===== config.mk =====
export PLATFORM = sky130hd
export DESIGN_NAME = vlr_bank
export DESIGN_NICKNAME = d
export VERILOG_FILES = /design/src/rtl/vlr_pkg.sv /design/src/rtl/vlr_match.sv /design/src/rtl/vlr_fwd.sv /design/src/rtl/vlr_bank.sv
export SDC_FILE = /design/constraint.sdc
export NUM_CORES = 1
export LEC_CHECK = 0
export BUFFER_PORTS_ARGS = -buffer_cell sky130_fd_sc_hd__buf_2
export CORE_MARGIN = 4
export CORE_UTILIZATION = 61
export DETAILED_ROUTE_END_ITERATION = 16
export PLACE_DENSITY = 0.81
export SLEW_MARGIN = 20
export SYNTH_ARGS = -nofsm -noshare
export SYNTH_HDL_FRONTEND = slang
export SYNTH_HIERARCHICAL = 1
export SYNTH_SLANG_ARGS = --single-unit

===== constraint.sdc =====
create_clock -name clk -period 4.5 [get_ports clk]
set_input_delay 0 -clock clk [delete_from_list [all_inputs] [get_ports clk]]
set_output_delay 0 -clock clk [all_outputs]
set_load 0.02 [all_outputs]

===== src/rtl/vlr_pkg.sv =====
package vlr_pkg;

    localparam int VID_W        = 10;
    localparam int SGI_LIMIT    = 16;
    localparam int PRIV_LIMIT   = 32;

    typedef enum logic [1:0] {
        ST_INVALID  = 2'd0,
        ST_PENDING  = 2'd1,
        ST_ACTIVE   = 2'd2,
        ST_ACT_PEND = 2'd3
    } vlr_state_e;

    typedef enum logic [1:0] {
        OP_LOOKUP    = 2'd0,
        OP_ACK       = 2'd1,
        OP_EOI_CHECK = 2'd2,
        OP_DEACT     = 2'd3
    } vlr_op_e;

    typedef struct packed {
        logic                 hw;
        logic                 grp1;
        vlr_state_e           state;
        logic [4:0]           prio;
        logic [2:0]           spare;
        logic [VID_W-1:0]     pid;
        logic [VID_W-1:0]     vid;
    } vlr_entry_t;

    function automatic logic entry_live(vlr_entry_t e);
        return e.state != ST_INVALID;
    endfunction

    function automatic logic entry_active(vlr_entry_t e);
        return (e.state == ST_ACTIVE) || (e.state == ST_ACT_PEND);
    endfunction

    function automatic vlr_state_e state_after_ack(vlr_state_e s);
        return vlr_state_e'((s & 2'b10) | 2'b10);
    endfunction

    function automatic vlr_state_e state_after_deact(vlr_state_e s);
        return vlr_state_e'(s & 2'b01);
    endfunction

    function automatic logic [7:0] prio_scaled(logic [4:0] p);
        return {p, 3'b000};
    endfunction

endpackage


===== src/rtl/vlr_match.sv =====
module vlr_match
    import vlr_pkg::*;
#(
    parameter int NUM_LR = 4,
    parameter int LRW    = 2
) (
    input  vlr_entry_t [NUM_LR-1:0] ents,
    input  logic [VID_W-1:0]        virq,
    output logic                    hit,
    output logic [LRW-1:0]          hit_idx,
    output logic                    act_any
);

    always_comb begin
        hit     = 1'b0;
        hit_idx = '0;
        act_any = 1'b0;
        // scan downward so the lowest index is the one that remains
        for (int i = NUM_LR - 1; i >= 0; i--) begin
            if (ents[i].vid == virq && entry_live(ents[i])) begin
                hit     = 1'b1;
                hit_idx = LRW'(i);
            end
            if (ents[i].vid == virq && entry_active(ents[i])) begin
                act_any = 1'b1;
            end
        end
    end

endmodule


===== src/rtl/vlr_fwd.sv =====
module vlr_fwd
    import vlr_pkg::*;
#(
    parameter int NCPU    = 2,
    parameter int NW      = 1,
    parameter int MAX_IRQ = 96
) (
    input  logic              en,
    input  logic [VID_W-1:0]  pid,
    input  logic [NW-1:0]     rcpu,
    input  logic              sec_ext,
    input  logic              grp1,
    output logic              go,
    output logic [NCPU-1:0]   mask
);

    logic in_range;
    logic allowed;
    logic is_private;

    assign in_range   = (32'(pid) >= SGI_LIMIT) && (32'(pid) < MAX_IRQ);
    assign allowed    = !sec_ext || grp1;
    assign is_private = 32'(pid) < PRIV_LIMIT;
    assign go         = en && in_range && allowed;

    for (genvar c = 0; c < NCPU; c++) begin : g_mask
        assign mask[c] = is_private ? (32'(rcpu) == c) : 1'b1;
    end

endmodule


===== src/rtl/vlr_bank.sv =====
module vlr_bank
    import vlr_pkg::*;
#(
    parameter int NCPU    = 2,
    parameter int NVCPU   = 2,
    parameter int NUM_LR  = 4,
    parameter int MAX_IRQ = 96,
    localparam int LRW    = (NUM_LR > 1) ? $clog2(NUM_LR) : 1,
    localparam int VW     = (NVCPU > 1) ? $clog2(NVCPU) : 1,
    localparam int NW     = (NCPU > 1) ? $clog2(NCPU) : 1,
    localparam int CPUW   = $clog2(NCPU + NVCPU)
) (
    input  logic              clk,
    input  logic              rst,
    input  logic              wr_en,
    input  logic [VW-1:0]     wr_vcpu,
    input  logic [LRW-1:0]    wr_idx,
    input  logic [31:0]       wr_data,
    input  logic [VW-1:0]     rd_vcpu,
    input  logic [LRW-1:0]    rd_idx,
    output logic [31:0]       rd_data,
    input  logic              cmd_valid,
    input  logic [1:0]        cmd_op,
    input  logic [CPUW-1:0]   cmd_cpu,
    input  logic [VID_W-1:0]  cmd_virq,
    input  logic              sec_ext,
    output logic [VID_W-1:0]  grpq_id,
    output logic [NW-1:0]     grpq_cpu,
    input  logic              grpq_g1,
    output logic              rsp_valid,
    output logic              rsp_hit,
    output logic              rsp_err,
    output logic              rsp_grp1,
    output logic [7:0]        rsp_prio,
    output logic              pd_valid,
    output logic [VID_W-1:0]  pd_id,
    output logic [NCPU-1:0]   pd_mask
);

    vlr_entry_t lr_q [NVCPU][NUM_LR];

    // command CPU decode: virtual index relative to the real CPU count
    logic [CPUW-1:0] vrel;
    logic            cmd_ok;
    logic [VW-1:0]   vsel;
    logic [NW-1:0]   rcpu;

    assign vrel   = cmd_cpu - CPUW'(NCPU);
    assign cmd_ok = (cmd_cpu >= CPUW'(NCPU)) && (vrel < CPUW'(NVCPU));
    assign vsel   = vrel[VW-1:0];
    assign rcpu   = vrel[NW-1:0];

    vlr_entry_t [NUM_LR-1:0] sel_bank;

    always_comb begin
        for (int i = 0; i < NUM_LR; i++) begin
            sel_bank[i] = cmd_ok ? lr_q[vsel][i] : '0;
        end
    end

    logic            m_hit;
    logic [LRW-1:0]  m_idx;
    logic            m_act;
    vlr_entry_t      m_ent;

    vlr_match #(.NUM_LR(NUM_LR), .LRW(LRW)) u_match (
        .ents    (sel_bank),
        .virq    (cmd_virq),
        .hit     (m_hit),
        .hit_idx (m_idx),
        .act_any (m_act)
    );

    assign m_ent = sel_bank[m_idx];

    vlr_op_e op;
    logic    sel_ok;
    logic    cmd_good;

    assign op       = vlr_op_e'(cmd_op);
    assign sel_ok   = cmd_ok && m_hit;
    assign cmd_good = ((op == OP_EOI_CHECK) || (op == OP_DEACT)) ? (cmd_ok && m_act) : sel_ok;

    logic            fwd_go;
    logic [NCPU-1:0] fwd_mask;

    assign grpq_id  = m_ent.pid;
    assign grpq_cpu = rcpu;

    vlr_fwd #(.NCPU(NCPU), .NW(NW), .MAX_IRQ(MAX_IRQ)) u_fwd (
        .en      (cmd_valid && cmd_good && (op == OP_DEACT) && m_ent.hw),
        .pid     (m_ent.pid),
        .rcpu    (rcpu),
        .sec_ext (sec_ext),
        .grp1    (grpq_g1),
        .go      (fwd_go),
        .mask    (fwd_mask)
    );

    assign rd_data = lr_q[rd_vcpu][rd_idx];

    always_ff @(posedge clk) begin
        if (rst) begin
            for (int v = 0; v < NVCPU; v++) begin
                for (int i = 0; i < NUM_LR; i++) begin
                    lr_q[v][i] <= '0;
                end
            end
            rsp_valid <= 1'b0;
            rsp_hit   <= 1'b0;
            rsp_err   <= 1'b0;
            rsp_grp1  <= 1'b0;
            rsp_prio  <= '0;
            pd_valid  <= 1'b0;
            pd_id     <= '0;
            pd_mask   <= '0;
        end else begin
            rsp_valid <= cmd_valid;
            rsp_hit   <= cmd_valid && cmd_good;
            rsp_err   <= cmd_valid && !cmd_good;
            rsp_grp1  <= cmd_valid && sel_ok && m_ent.grp1;
            rsp_prio  <= (cmd_valid && sel_ok) ? prio_scaled(m_ent.prio) : 8'h00;
            pd_valid  <= fwd_go;
            pd_id     <= fwd_go ? m_ent.pid : '0;
            pd_mask   <= fwd_go ? fwd_mask : '0;
            if (cmd_valid && cmd_good) begin
                if (op == OP_ACK) begin
                    lr_q[vsel][m_idx].state <= state_after_ack(m_ent.state);
                end else if (op == OP_DEACT) begin
                    lr_q[vsel][m_idx].state <= state_after_deact(m_ent.state);
                end
            end
            // hypervisor write is applied last so it wins
            if (wr_en && (32'(wr_vcpu) < NVCPU)) begin
                lr_q[wr_vcpu][wr_idx] <= vlr_entry_t'(wr_data);
            end
        end
    end

    p_hit_xor_err_r7: assert property (@(posedge clk) disable iff (rst)
        rsp_valid |-> (rsp_hit ^ rsp_err));

    p_idle_quiet_r12: assert property (@(posedge clk) disable iff (rst)
        !rsp_valid |-> (!rsp_hit && !rsp_err && !pd_valid));

    p_latency_r12: assert property (@(posedge clk) disable iff (rst)
        cmd_valid |=> rsp_valid);

    p_prio_scaled_r3: assert property (@(posedge clk) disable iff (rst)
        rsp_valid |-> (rsp_prio[2:0] == 3'b000));

    p_fwd_range_r8: assert property (@(posedge clk) disable iff (rst)
        pd_valid |-> ((32'(pd_id) >= SGI_LIMIT) && (32'(pd_id) < MAX_IRQ)));

    p_fwd_cause_r6: assert property (@(posedge clk) disable iff (rst)
        pd_valid |-> ($past(cmd_valid && cmd_op == 2'd3) && rsp_hit));

    p_fwd_secure_r9: assert property (@(posedge clk) disable iff (rst)
        (pd_valid && $past(sec_ext)) |-> $past(grpq_g1));

    p_mask_private_r10: assert property (@(posedge clk) disable iff (rst)
        (pd_valid && (32'(pd_id) < PRIV_LIMIT)) |-> $onehot(pd_mask));

    p_mask_shared_r10: assert property (@(posedge clk) disable iff (rst)
        (pd_valid && (32'(pd_id) >= PRIV_LIMIT)) |-> (&pd_mask));

    p_real_cpu_err_r11: assert property (@(posedge clk) disable iff (rst)
        (cmd_valid && (cmd_cpu < CPUW'(NCPU))) |=> rsp_err);

endmodule


### Word level (Yosys, flattened, before mapping)

Memory sizes are Yosys's and may differ from the RTL's.
Index checks and enable logic that the tools add are counted.

| storage, ports and cells | value |
|---|---|
| register bits | 25 |
| bits in latches | 0 |
| memory bits (writable) | 256 |
| memory bits (read-only) | 0 |
| input bits | 58 |
| output and inout port bits | 68 |
| logic and storage cells | 385 |
| memories kept | 1 |

Memories:

| memory | words | bits a word | rd ports | clocked after memory_dff | wr ports | RTL line | source |
|---|---|---|---|---|---|---|---|
| lr_q | 2 | 128 | 2 | 0 | 2 | vlr_bank.sv:40 | `vlr_entry_t lr_q [NVCPU][NUM_LR];` |

| cells by class | value |
|---|---|
| $add $sub $neg | 1 |
| multiply operators | 0 |
| divide/modulo/power cells | 0 |
| $lt $le $gt $ge | 11 |
| eq/ne operators | 15 |
| shift-type cells | 0 |
| multiplexer cells | 176 |
| bitwise logic cells | 134 |
| reductions and logical operators | 38 |

Operators by type and width:

| kind | number |
|---|---|
| 2-to-1 mux 128 bit | 7 |
| 2-to-1 mux 32 bit | 8 |
| OR reduction 128 bit | 2 |
| 2-to-1 mux 1 bit | 152 |
| binary-select mux 32 bit (select 2 bit) | 2 |
| demux 32 bit (select 2 bit) | 2 |
| OR 1 bit | 128 |
| == test 10 bit | 4 |
| 2-to-1 mux 30 bit | 1 |
| logical AND 1 bit | 22 |
| == test 2 bit (second input constant) | 10 |
| >= comparator 10 x 5 -> 1 bit (second input constant) | 1 |
| less-than comparator 10 x 6 -> 1 bit (second input constant) | 1 |
| less-than comparator 10 x 7 -> 1 bit (second input constant) | 1 |
| >= comparator 3 bit (second input constant) | 3 |
| inverter 2 -> 3 bit | 3 |
| 2-to-1 mux 2 bit | 4 |
| nonzero test 2 bit | 4 |
| logical OR 1 bit | 6 |
| less-than comparator 3 x 1 -> 1 bit (second input constant) | 2 |
| OR reduction 2 bit | 2 |
| less-than comparator 2 x 3 -> 1 bit (second input constant) | 1 |
| inverter 1 bit | 3 |
| == test 2 x 1 -> 1 bit (second input constant) | 1 |
| other kinds (4) | 5 |

### Logic depth before layout (Yosys ltp)

| logic depth | value |
|---|---|
| word-level depth | 20 |
| gate-level depth with buffers | 22 |
| gate-level depth less buffers | 16 |

### Modules after synthesis

Netlist, hierarchy kept.

By module, submodules not included:

| module | instances | cells an instance | area an instance (um^2) | seq. area each (um^2) |
|---|---|---|---|---|
| vlr_bank | 1 | 1146 | 15277.2 | 8127.8 |
| vlr_match | 1 | 70 | 531.8 | 0.0 |
| vlr_fwd | 1 | 7 | 56.3 | 0.0 |

### Least setup slack after synthesis

Ideal clock, no wire load.

| timing | value |
|---|---|
| kind | input to register |
| start | input cmd_cpu[0] |
| end | register pd_mask[0] |
| library setup time | 0.115 ns |
| data arrival time | 3.642 ns |
| required time | 4.385 ns |
| setup slack | 0.744 ns |
| stages | 20 |
| path buffers | 6 |
| cell sequence | buf_6 -> buf_6 -> buf_4 -> buf_4 -> mux2i_1 -> nor2b_1 -> xor2_1 -> nor4_1 -> nand4b_1 -> a21boi_1 -> nor3_2 -> buf_4 -> nand2b_1 -> clkbuf_1 -> o22ai_1 -> nand2_1 -> nand3_1 -> or3_4 -> or4b_1 -> and2_1 |

RTL lines:

| what | RTL line | source |
|---|---|---|
| start: declaration | vlr_bank.sv:24 | `input logic [CPUW-1:0] cmd_cpu,` |
| end signal: assignment | vlr_bank.sv:125 | `pd_mask <= fwd_go ? fwd_mask : '0;` |
| end: declaration | vlr_bank.sv:37 | `output logic [NCPU-1:0] pd_mask` |

==> run summary <==
The run finished with clean final reports. Entering global routing, the biggest net connects 51 pins. The critical path goes through mux2i_1 > nor2b_1 > xor2_1 > nor4_1 > o2111ai_1 > a21oi_2 > buf_4 > nor2b_1 > a221o_1 > or3_4 > nor4_1 > nand2b_1 > inv_1 > and2_1. The total via count in the routed design is 10373. The maximum clock skew at final layout is around 0.013 ns. For this run, design rule violations remaining after detail routing come to 0.

The ratio of routed vias to standard cells came out at between 6 and 7. Setup repair after global routing left no endpoint under its margin. The synthesized area divided by synthesized cell count came out at approximately 13 um2. TritonCTS built the clock tree.

The maximum fanout along the worst path came out at 30. The net switching power figure came out at 0.001549 W. During I/O placement, the number of pins put on the boundary was ~130. The number of inserted diodes came out at 0. The Yosys warning count is 6. Clock tree synthesis selected as its root buffer the cell clkbuf_16.

The die width is between 150 and 200 um. The area growth from synthesis to layout is 12.50%. The CTS buffer count came out at 29. The number of global-route vias before repair is ~11000. Based on the critical path, the design can be clocked at up to 239.1 MHz. The starting density of the core came out at 0.6261. The number of core rows is between 50 and 60. The number of clock sinks seen by CTS came out at 278. The worst setup path is launched from a flop.

The post-route clock period utilization is 0.9292. The DRC marker count from the first detailed-route iteration is between 1000 and 1500. The combinational share of power is 0.133.

The number of antenna violations at the first check in global routing came out at 0. Of the total power, the share spent switching nets is 0.2538. The minimum period implied by the final worst setup slack came out at 4.182 ns. Internal power comes to between 0.004 and 0.005 W. The core box area is about 0.025 mm2. The post-synthesis instance area is 0.01540 mm2. The cell type of the slowest stage on the worst timing path is nor4_1. The share of cells above drive strength 1 is 0.2429. The number of max-slew violations in the final report came to 0. The routed wire length is 41930 um.

Setup violations remaining at the end of the flow were counted as 0. The measured slew at the worst slew-check pin came out at between 1 and 1.5 ns. After clock tree synthesis, the clock-pin slew on the worst setup and hold paths is ~0.060 ns. Max-cap violations in this run came to 0. The data required time at the worst endpoint is approximately 5.0 ns. The maximum root-to-sink buffer count came out at 3.

The signal arrival time at the worst endpoint is roughly 4.7 ns. The highest ir drop seen on vdd came out at around 0.00030 V. The estimated wirelength of the detail-placed design came out at about 25000 um. The floorplan step set the die height to 166.9 um.

Clock latency on the worst-skew pair, taken at its later pin, is about 0.56 ns. The static leakage came out at ~6.6 nW. The depth of the CTS H-tree is 1. The net count reported at finish is 1339.

The filler cell count in the final layout is about 1700. The placed instance count is approximately 1500. STA classifies the critical path endpoint as a flop. The number of detailed-routing iterations run before antenna repair is 5. The delay of the slowest cell on the worst path is around 0.50 ns.

Summed over all failing endpoints, the final setup total negative slack is 0 ns. The wire length of the first global-routing pass is between 60000 and 70000 um. Post-CTS timing repair inserted 0 buffers for setup. The count of buffers inserted at the top-level ports came out at about 120. The kind of path behind the tightest hold check is input pin to flop.

The all-layer global routing usage is 0.2985. Dividing total power by cell area gives a power density of 352.2 mW/mm2. The die area is between 0.02 and 0.03 mm2.

The number of nets with antenna violations after detailed routing came out at 0. The wire length per cell is ~26 um. The relative contribution of sequential cells to total power came out at 0.500. The number of standard cells in the final layout excluding fillers is 1625.

The routability congestion estimate from global placement came out at around 0.9. The remaining global-route overflow is 0. The post-synthesis cell count is approximately 1200.

The total count of hold-check failures in the final report is 0. The clock network power share is 0.367. The setup path with the least slack is of type flop to flop. The worst slew slack as a fraction of its limit is 0.2343.
-- power by group through the flow --
stage	combinational (W)	sequential [W]	clock [W]
floorplan	0.000546	0.00307	0
global placement	0.000767	0.00309	0
detailed placement	0.000776	0.00310	0
CTS	0.000805	0.00305	0.00224
global route	0.000861	0.00307	0.00237
finish	0.000815	0.00305	0.00224
-- worst max-delay path: cells and delay by family, from the launching register on --
kind | cells | cell delay [ns]
AO/OA/AOI/OAI | 3 | 0.93
XOR/XNOR | 1 | 0.14
buffers and inverters | 2 | 0.62
flip-flops | 1 | 0.38
multiplexers | 1 | 0.22
AND/OR/NAND/NOR | 7 | 1.81
-- cells in the final DEF, fill, tap and decap left out, types with 10 or more instances in the layout --
| cell | n |
|---|---|
| and2_1 | 249 |
| buf_2 | 120 |
| buf_4 | 29 |
| clkbuf_16 | 29 |
| dfxtp_1 | 22 |
| dlygate4sd3_1 | 38 |
| edfxtp_1 | 256 |
| mux2_2 | 33 |
| mux2i_1 | 124 |
| mux4_2 | 64 |
| nand2_1 | 33 |
| nand3_1 | 12 |
| nand4_1 | 10 |
| nor2_1 | 16 |
| nor2b_1 | 79 |
| o22ai_1 | 19 |
| xnor2_1 | 16 |
| xor2_1 | 24 |
-- registers in the layout, indices dropped and copies added, names as in the netlist --
| signal | count |
|---|---|
| lr_q | 256 |
| pd_id | 10 |
| rsp_prio | 5 |
| pd_mask | 2 |
| pd_valid | 1 |
| rsp_err | 1 |
| rsp_grp1 | 1 |
| rsp_hit | 1 |
| rsp_valid | 1 |
-- stage by stage --
step | worst slack, ns | cell area, um2 | hold WS [ns] | util | power (W)
finish | 0.3185 | 17330 | 0.07523 | 0.7043 | 0.006103
global route | 0.1210 | 17330 | 0.1265 | 0.7043 | 0.006292
CTS | 0.4159 | 17300 | 0.06287 | 0.7032 | 0.006099
detailed placement | 0.2950 | 16060 | 0.3395 | 0.6527 | 0.003879
global placement | 0.5041 | 16060 | 0.3370 | 0.6527 | 0.003857
floorplan | 0.7549 | 15410 | 0.1126 | - | 0.003616
-- final timing paths --
check,start,to,slack [ns],cells after the start
worst max-delay path,lr_q[1][69],pd_id[9],0.32,14
worst min-delay path,cmd_cpu[1],rsp_err,0.08,2
worst max register to register,lr_q[1][69],pd_id[9],0.32,14
worst min register to register,lr_q[0][28],lr_q[0][28],0.74,2
-- layout make-up --
| class | instances | area [um2] | share of cell area |
|---|---|---|---|
| Clock inverter | 18 | 121.4 | 0.007003 |
| Clock buffer | 33 | 740.7 | 0.04274 |
| Timing Repair Buffer | 189 | 1230 | 0.07097 |
| Multi-Input combinational cell | 779 | 6690 | 0.3860 |
| Tap cell | 324 | 405.4 | 0.02339 |
| Sequential cell | 278 | 8128 | 0.4690 |
| Inverter | 4 | 15.01 | 0.0008664 |
-- repair_timing --
| item | in CTS | in global routing |
|---|---|---|
| endpoints found under the hold margin | 267 | 0 |
| hold buffers | 38 | 0 |
| resized for setup | 0 | 1 |
| endpoints found under the setup margin | 0 | 3 |
-- per-layer routing --
| metal | vias to the layer above | share of wire | GRT usage |
|---|---|---|---|
| met5 | - | 0 | 0 |
| met4 | 0 | 0.044 | 0.1238 |
| met3 | 149 | 0.10 | 0.05712 |
| met2 | 681 | 0.48 | 0.4901 |
| met1 | 5061 | 0.37 | 0.3941 |
| li1 | 4482 | - | - |
Note: power is estimated with default switching activity, not from simulation.
